File: src/rtl/pbus_pkg.sv
package pbus_pkg;

    localparam int WORD_W = 16;
    localparam int BYTE_W = 8;
    localparam int N_WIN  = 3;   // setup, strobe, hold

    localparam int WIN_SETUP  = 0;
    localparam int WIN_STROBE = 1;
    localparam int WIN_HOLD   = 2;

    typedef enum logic [1:0] {
        PH_IDLE   = 2'd0,
        PH_SETUP  = 2'd1,
        PH_STROBE = 2'd2,
        PH_HOLD   = 2'd3
    } phase_e;

    typedef enum logic {
        STYLE_SPLIT  = 1'b0,
        STYLE_ENABLE = 1'b1
    } style_e;

    typedef struct packed {
        style_e              style;
        logic                narrow;
        logic                dc;
        logic [WORD_W-1:0]   word;
    } xfer_t;

    typedef struct packed {
        logic cs_n;
        logic dc;
        logic wr_n;
        logic rd_n;
        logic e;
        logic rw;
    } ctl_pins_t;

    // Bus value for a given beat: full word, or one byte on the low lane.
    function automatic logic [WORD_W-1:0] lane_value(input xfer_t x, input logic beat);
        logic [WORD_W-1:0] v;
        if (!x.narrow) begin
            v = x.word;
        end else if (!beat) begin
            v = {{(WORD_W-BYTE_W){1'b0}}, x.word[WORD_W-1 -: BYTE_W]};
        end else begin
            v = {{(WORD_W-BYTE_W){1'b0}}, x.word[BYTE_W-1:0]};
        end
        return v;
    endfunction

endpackage

File: src/rtl/pbus_xfer_reg.sv
module pbus_xfer_reg
    import pbus_pkg::*;
#(
    parameter int CNT_W = 4
) (
    input  logic                          clk,
    input  logic                          rst,
    input  logic                          take,
    input  logic                          style_in,
    input  logic                          narrow_in,
    input  logic                          dc_in,
    input  logic [WORD_W-1:0]             word_in,
    input  logic [N_WIN-1:0][CNT_W-1:0]   win_raw,
    output xfer_t                         xfer_q,
    output logic [N_WIN-1:0][CNT_W-1:0]   win_q
);

    localparam logic [CNT_W-1:0] ONE = CNT_W'(1);

    logic [N_WIN-1:0][CNT_W-1:0] win_eff;

    // Each window length is at least one clock.
    for (genvar g = 0; g < N_WIN; g++) begin : g_clamp
        assign win_eff[g] = (win_raw[g] == '0) ? ONE : win_raw[g];
    end

    always_ff @(posedge clk) begin
        if (rst) begin
            xfer_q <= '0;
            win_q  <= {N_WIN{ONE}};
        end else if (take) begin
            xfer_q.style  <= style_e'(style_in);
            xfer_q.narrow <= narrow_in;
            xfer_q.dc     <= dc_in;
            xfer_q.word   <= word_in;
            win_q         <= win_eff;
        end
    end

endmodule

File: src/rtl/pbus_phase_seq.sv
module pbus_phase_seq
    import pbus_pkg::*;
#(
    parameter int CNT_W = 4
) (
    input  logic                          clk,
    input  logic                          rst,
    input  logic                          start,
    input  logic                          narrow,
    input  logic [N_WIN-1:0][CNT_W-1:0]   win,
    output phase_e                        phase,
    output logic                          beat,
    output logic                          idle
);

    logic [CNT_W-1:0] cnt;
    logic [CNT_W-1:0] cur_len;
    logic             win_done;
    logic             more_beats;

    always_comb begin
        unique case (phase)
            PH_SETUP:  cur_len = win[WIN_SETUP];
            PH_STROBE: cur_len = win[WIN_STROBE];
            PH_HOLD:   cur_len = win[WIN_HOLD];
            default:   cur_len = win[WIN_SETUP];
        endcase
    end

    assign win_done   = (cnt == cur_len - CNT_W'(1));
    assign more_beats = narrow && !beat;
    assign idle       = (phase == PH_IDLE);

    always_ff @(posedge clk) begin
        if (rst) begin
            phase <= PH_IDLE;
            cnt   <= '0;
            beat  <= 1'b0;
        end else begin
            unique case (phase)
                PH_IDLE: begin
                    cnt <= '0;
                    if (start) begin
                        phase <= PH_SETUP;
                        beat  <= 1'b0;
                    end
                end
                PH_SETUP: begin
                    if (win_done) begin
                        phase <= PH_STROBE;
                        cnt   <= '0;
                    end else begin
                        cnt <= cnt + CNT_W'(1);
                    end
                end
                PH_STROBE: begin
                    if (win_done) begin
                        phase <= PH_HOLD;
                        cnt   <= '0;
                    end else begin
                        cnt <= cnt + CNT_W'(1);
                    end
                end
                PH_HOLD: begin
                    if (win_done) begin
                        cnt <= '0;
                        if (more_beats) begin
                            phase <= PH_SETUP;
                            beat  <= 1'b1;
                        end else begin
                            phase <= PH_IDLE;
                        end
                    end else begin
                        cnt <= cnt + CNT_W'(1);
                    end
                end
                default: phase <= PH_IDLE;
            endcase
        end
    end

endmodule

File: src/rtl/pbus_pin_map.sv
module pbus_pin_map
    import pbus_pkg::*;
(
    input  phase_e             phase,
    input  logic               beat,
    input  xfer_t              xfer,
    output ctl_pins_t          pins,
    output logic [WORD_W-1:0]  data
);

    logic active;
    logic strobing;

    assign active   = (phase != PH_IDLE);
    assign strobing = (phase == PH_STROBE);

    always_comb begin
        pins.cs_n = !active;
        pins.dc   = xfer.dc;
        pins.rd_n = 1'b1;
        if (xfer.style == STYLE_SPLIT) begin
            pins.wr_n = !strobing;
            pins.e    = 1'b0;
            pins.rw   = 1'b1;
        end else begin
            pins.wr_n = 1'b1;
            pins.e    = strobing;
            pins.rw   = !active;
        end
    end

    assign data = lane_value(xfer, beat);

endmodule

File: src/rtl/pbus_writer.sv
module pbus_writer
    import pbus_pkg::*;
#(
    parameter int CNT_W  = 4,
    parameter int ADDR_W = 4,
    parameter int DC_BIT = 0
) (
    input  logic                 clk,
    input  logic                 rst,
    input  logic                 cfg_style,
    input  logic                 cfg_narrow,
    input  logic [CNT_W-1:0]     cfg_setup,
    input  logic [CNT_W-1:0]     cfg_strobe,
    input  logic [CNT_W-1:0]     cfg_hold,
    input  logic                 host_valid,
    output logic                 host_ready,
    input  logic [ADDR_W-1:0]    host_addr,
    input  logic [WORD_W-1:0]    host_wdata,
    output logic                 bus_cs_n,
    output logic                 bus_dc,
    output logic                 bus_wr_n,
    output logic                 bus_rd_n,
    output logic                 bus_e,
    output logic                 bus_rw,
    output logic [WORD_W-1:0]    bus_d
);

    logic                         accept;
    logic                         seq_idle;
    logic [N_WIN-1:0][CNT_W-1:0]  win_raw;
    logic [N_WIN-1:0][CNT_W-1:0]  win_q;
    xfer_t                        xfer_q;
    phase_e                       phase;
    logic                         beat;
    ctl_pins_t                    pins;
    logic [ADDR_W-1:0]            addr_unused_bits;

    // Only the D/C selector bit of the address matters.
    assign addr_unused_bits = host_addr;

    assign win_raw[WIN_SETUP]  = cfg_setup;
    assign win_raw[WIN_STROBE] = cfg_strobe;
    assign win_raw[WIN_HOLD]   = cfg_hold;

    assign host_ready = seq_idle;
    assign accept     = host_valid && seq_idle;

    pbus_xfer_reg #(.CNT_W(CNT_W)) u_xfer (
        .clk       (clk),
        .rst       (rst),
        .take      (accept),
        .style_in  (cfg_style),
        .narrow_in (cfg_narrow),
        .dc_in     (host_addr[DC_BIT]),
        .word_in   (host_wdata),
        .win_raw   (win_raw),
        .xfer_q    (xfer_q),
        .win_q     (win_q)
    );

    pbus_phase_seq #(.CNT_W(CNT_W)) u_seq (
        .clk    (clk),
        .rst    (rst),
        .start  (accept),
        .narrow (xfer_q.narrow),
        .win    (win_q),
        .phase  (phase),
        .beat   (beat),
        .idle   (seq_idle)
    );

    pbus_pin_map u_pins (
        .phase (phase),
        .beat  (beat),
        .xfer  (xfer_q),
        .pins  (pins),
        .data  (bus_d)
    );

    assign bus_cs_n = pins.cs_n;
    assign bus_dc   = pins.dc;
    assign bus_wr_n = pins.wr_n;
    assign bus_rd_n = pins.rd_n;
    assign bus_e    = pins.e;
    assign bus_rw   = pins.rw;

endmodule

File: config.mk
export PLATFORM = sky130hd
export DESIGN_NAME = pbus_writer
export DESIGN_NICKNAME = d
export VERILOG_FILES = /design/src/rtl/pbus_pkg.sv /design/src/rtl/pbus_xfer_reg.sv /design/src/rtl/pbus_phase_seq.sv /design/src/rtl/pbus_pin_map.sv /design/src/rtl/pbus_writer.sv
export SDC_FILE = /design/constraint.sdc
export NUM_CORES = 1
export LEC_CHECK = 0
export ABC_AREA = 0
export BUFFER_PORTS_ARGS = -buffer_cell sky130_fd_sc_hd__buf_2
export CORE_MARGIN = 1.5
export CORE_UTILIZATION = 55
export DETAILED_ROUTE_END_ITERATION = 7
export PLACE_DENSITY_LB_ADDON = 0.3
export SLEW_MARGIN = 10
export SYNTH_ARGS = -nofsm -noshare
export SYNTH_HDL_FRONTEND = slang
export SYNTH_HIERARCHICAL = 1
export SYNTH_SLANG_ARGS = --single-unit
File: constraint.sdc
create_clock -name clk -period 8.8 [get_ports clk]
set_clock_uncertainty 0.15 [all_clocks]
set_input_delay 0.44 -clock clk [delete_from_list [all_inputs] [get_ports clk]]
set_output_delay 0.44 -clock clk [all_outputs]
set_load 0.05 [all_outputs]
==> results.md <==
* Status: completed
* Fin crit share at 0.3912
* RSZ-0062 raised after global routing: no
* Maximum vdd drop at 264.7 uV
* Initial antenna violation count at 0
* Crit Path Category: reg -> reg
* Final setup violating endpoints at 0
* Worst reg2reg path endpoint: u_seq/phase[1]
* Worst r2r src: u_seq/phase[1]
* Int Power at 0.4527 mW
* Total power at 0.7559 mW
* Largest net degree at the start of global routing at 37
* Initial Utilization at 0.5832
* Yosys warns at 6
* First-pass GRT wire length at 6279 um
* Row count at 21
* Synthesized area at 1992 um2
* Share of cells above drive strength 1 at 0.3429
* Initial DRC count at 55
* Pre-Repair DR Iteration Count at 4
* Ys async rst share at 0
* Worst path required time at 8.91 ns
* Relative slew slack at 0.3389
* Leak Pwr at 1.120 nW
* Tightest Pin Transition at 0.9917 ns
* Number of enable flip-flop cells after synthesis at 0
* Detailed Route WL at 3702 um
* Layout area overhead at 16.58%
* Final non-filler cell total at 291
* Worst hold start: host_wdata[2]
* FF+latch count, synth at 38
* Commonest non-fill, non-tap cell in the layout: buf_2
* Crit-path max FO at 11
* Die Y at 63.18 um
* Skew-Pair Late Insertion Delay at 0.32 ns
* Setup crit start kind: register
* Placer Congestion at 0.7777
* Ports at 60
* Mapped Cells at 194
* CTS tree: built
* Netlist cell types at 44
* Sequential fraction of the synthesis area at 0.3819
* Htree depth at 2
* DRC at 0
* Routed wire per std cell at 12.72 um
* FF-to-FF setup slack at 5.36 ns
* Number of fill cells at 292
* Most frequent cells in the layout: 55 x buf_2, 38 x dfxtp_1, 34 x nor2_1
* Core area at 3416 um2
* Hold_buf cts at 0
* Area of the multi-input gates at 1091 um2
* Crit path DAT at 3.55 ns
* Final Max Tran Viols at 0
* Die Wd at 63.18 um
* Grt total ovfl at 0
* Fin crit period at 3.443 ns
* Maximum clock frequency at 290.5 MHz
* DP HPWL at 2600 um
* CTS resizes at 0
* Part of the power in the clock network at 0.199
* Reg area at 760.7 um2
* Vias/cell at 5.137
* Logic pwr share at 0.494
* DR vias at 1,495
* Number of I/O port buffers at 55
* Total CTS buffers at 5
* Hold Crit Endpoint: u_xfer/xfer_q[2]
* Routed Antenna Nets at 0
* PD cells at 325.5 nW/um2
* GRT Util Overall at 0.1972
* Sequential power share at 0.307
* Clock Sinks at 38
* Final Hold Viols at 0
* Register clock-pin slew on the reported worst setup and hold paths at 0.11 ns
* Vias in the first global route at 1,374
* Main synth FF type: dfxtp_1
* Antenna cell count at 0
* Setup TNS Final at 0 ns
* Nature of the critical path endpoint: register
* Post-CTS Setup Repair Bufs at 0
* Final nets at 287
* Dpl cells at 283
* Min-delay worst type: in -> reg
* WHS Path Cells at 3
* Clk root buf: clkbuf_4
* Number of max-cap violations at 0
* P_sw at 0.3032 mW
* Switching Share at 0.4011
* Avg Cell Area, Syn at 10.27 um2
* Worst-case reg-to-reg path depth at 10
* CTS Buffer Depth at 2
* Synthesized net count at 237
* Die area at 3992 um2
-- Yosys cell counts, drive strengths merged, types with 3 or more instances --
library cell	instances	area, um2
xor2	3	26.28
nor2	34	127.6
dfxtp	38	760.7
or3	4	30.03
nand2	6	22.52
inv	7	26.28
mux2	11	165.2
buf	11	111.4
or3b	3	28.78
ha	6	75.07
nor4b	3	26.28
mux2i	29	290.3
and2b	8	60.06
-- power by group through the flow --
stage	Combinational (mW)	Sequential [mW]	Clock, mW
2_1_floorplan	0.338	0.227	0
3_3_place_gp	0.368	0.235	0
3_5_place_dp	0.372	0.235	0
4_1_cts	0.374	0.232	0.154
5_1_grt	0.401	0.238	0.163
6_report	0.374	0.232	0.150
-- worst max-delay path by stage --
stage / startpoint / endpoint / cells after the start
after floorplan: u_seq/phase[0] / u_seq/phase[0] / 11
after global placement: u_seq/phase[1] / u_seq/phase[1] / 10
after detailed placement: u_seq/phase[0] / u_seq/phase[1] / 10
after CTS: u_seq/phase[1] / u_seq/phase[1] / 10
after global routing: u_seq/phase[1] / u_seq/phase[1] / 10
final: u_seq/phase[1] / u_seq/phase[1] / 10
-- registers in the layout (all words and copies together), names as in the netlist --
name / count
u_seq/beat: 1
u_xfer/xfer_q: 19
u_xfer/win_q: 12
u_seq/phase: 2
u_seq/cnt: 4
-- metal layers --
metal | track usage | up-vias | routed length, um
met1 | 0.2539 | 683 | 1766
met3 | 0.06429 | 4 | 206
li1 | - | 767 | -
met2 | 0.3152 | 41 | 1688
met5 | 0 | - | 0
met4 | 0.05978 | 0 | 41
-- worst max-delay path, cell delays in order (launching register included) --
cell       delay (ns)
dfxtp_1          0.51
ha_1             0.48
nor3b_1          0.11
a221oi_1         0.50
ha_1             0.27
xor2_1           0.20
a21oi_1          0.06
nand3b_1         0.17
nor4_2           0.48
a2bb2oi_2        0.24
mux2i_1          0.22
-- per-stage QoR --
step           hold WS [ns]    util  setup slack (ns)  instance area, um2
5_1_grt              0.1727  0.6799             5.205                2322
3_5_place_dp         0.3200  0.6473             5.543                2211
4_1_cts              0.1823  0.6799             5.489                2322
6_report             0.1962  0.6799             5.357                2322
2_1_floorplan        0.2901       -             6.009                1992
3_3_place_gp         0.3088  0.6473             5.591                2211
-- final cells by class --
cell class              count  area share
multi-input cells         137      0.4698
inverters                   7     0.01131
repair buffers             55      0.1185
flip-flops and latches     38      0.3276
clock buffers               6     0.02209
clock inverters             2     0.02586
well taps                  46     0.02478
-- kinds of logic after synthesis --
| logic type | share of synthesized area |
|---|---|
| AOI/OAI and AO/OA | 0.06281 |
| xor gates and xnor gates | 0.02199 |
| adders and majority gates | 0.03769 |
| buffers and inverters | 0.07098 |
| DFF | 0.3819 |
| muxes | 0.2286 |
| other | 0.001883 |
| and+or+nand+nor | 0.1941 |
No activity file was read; power rests on OpenSTA's default activity.
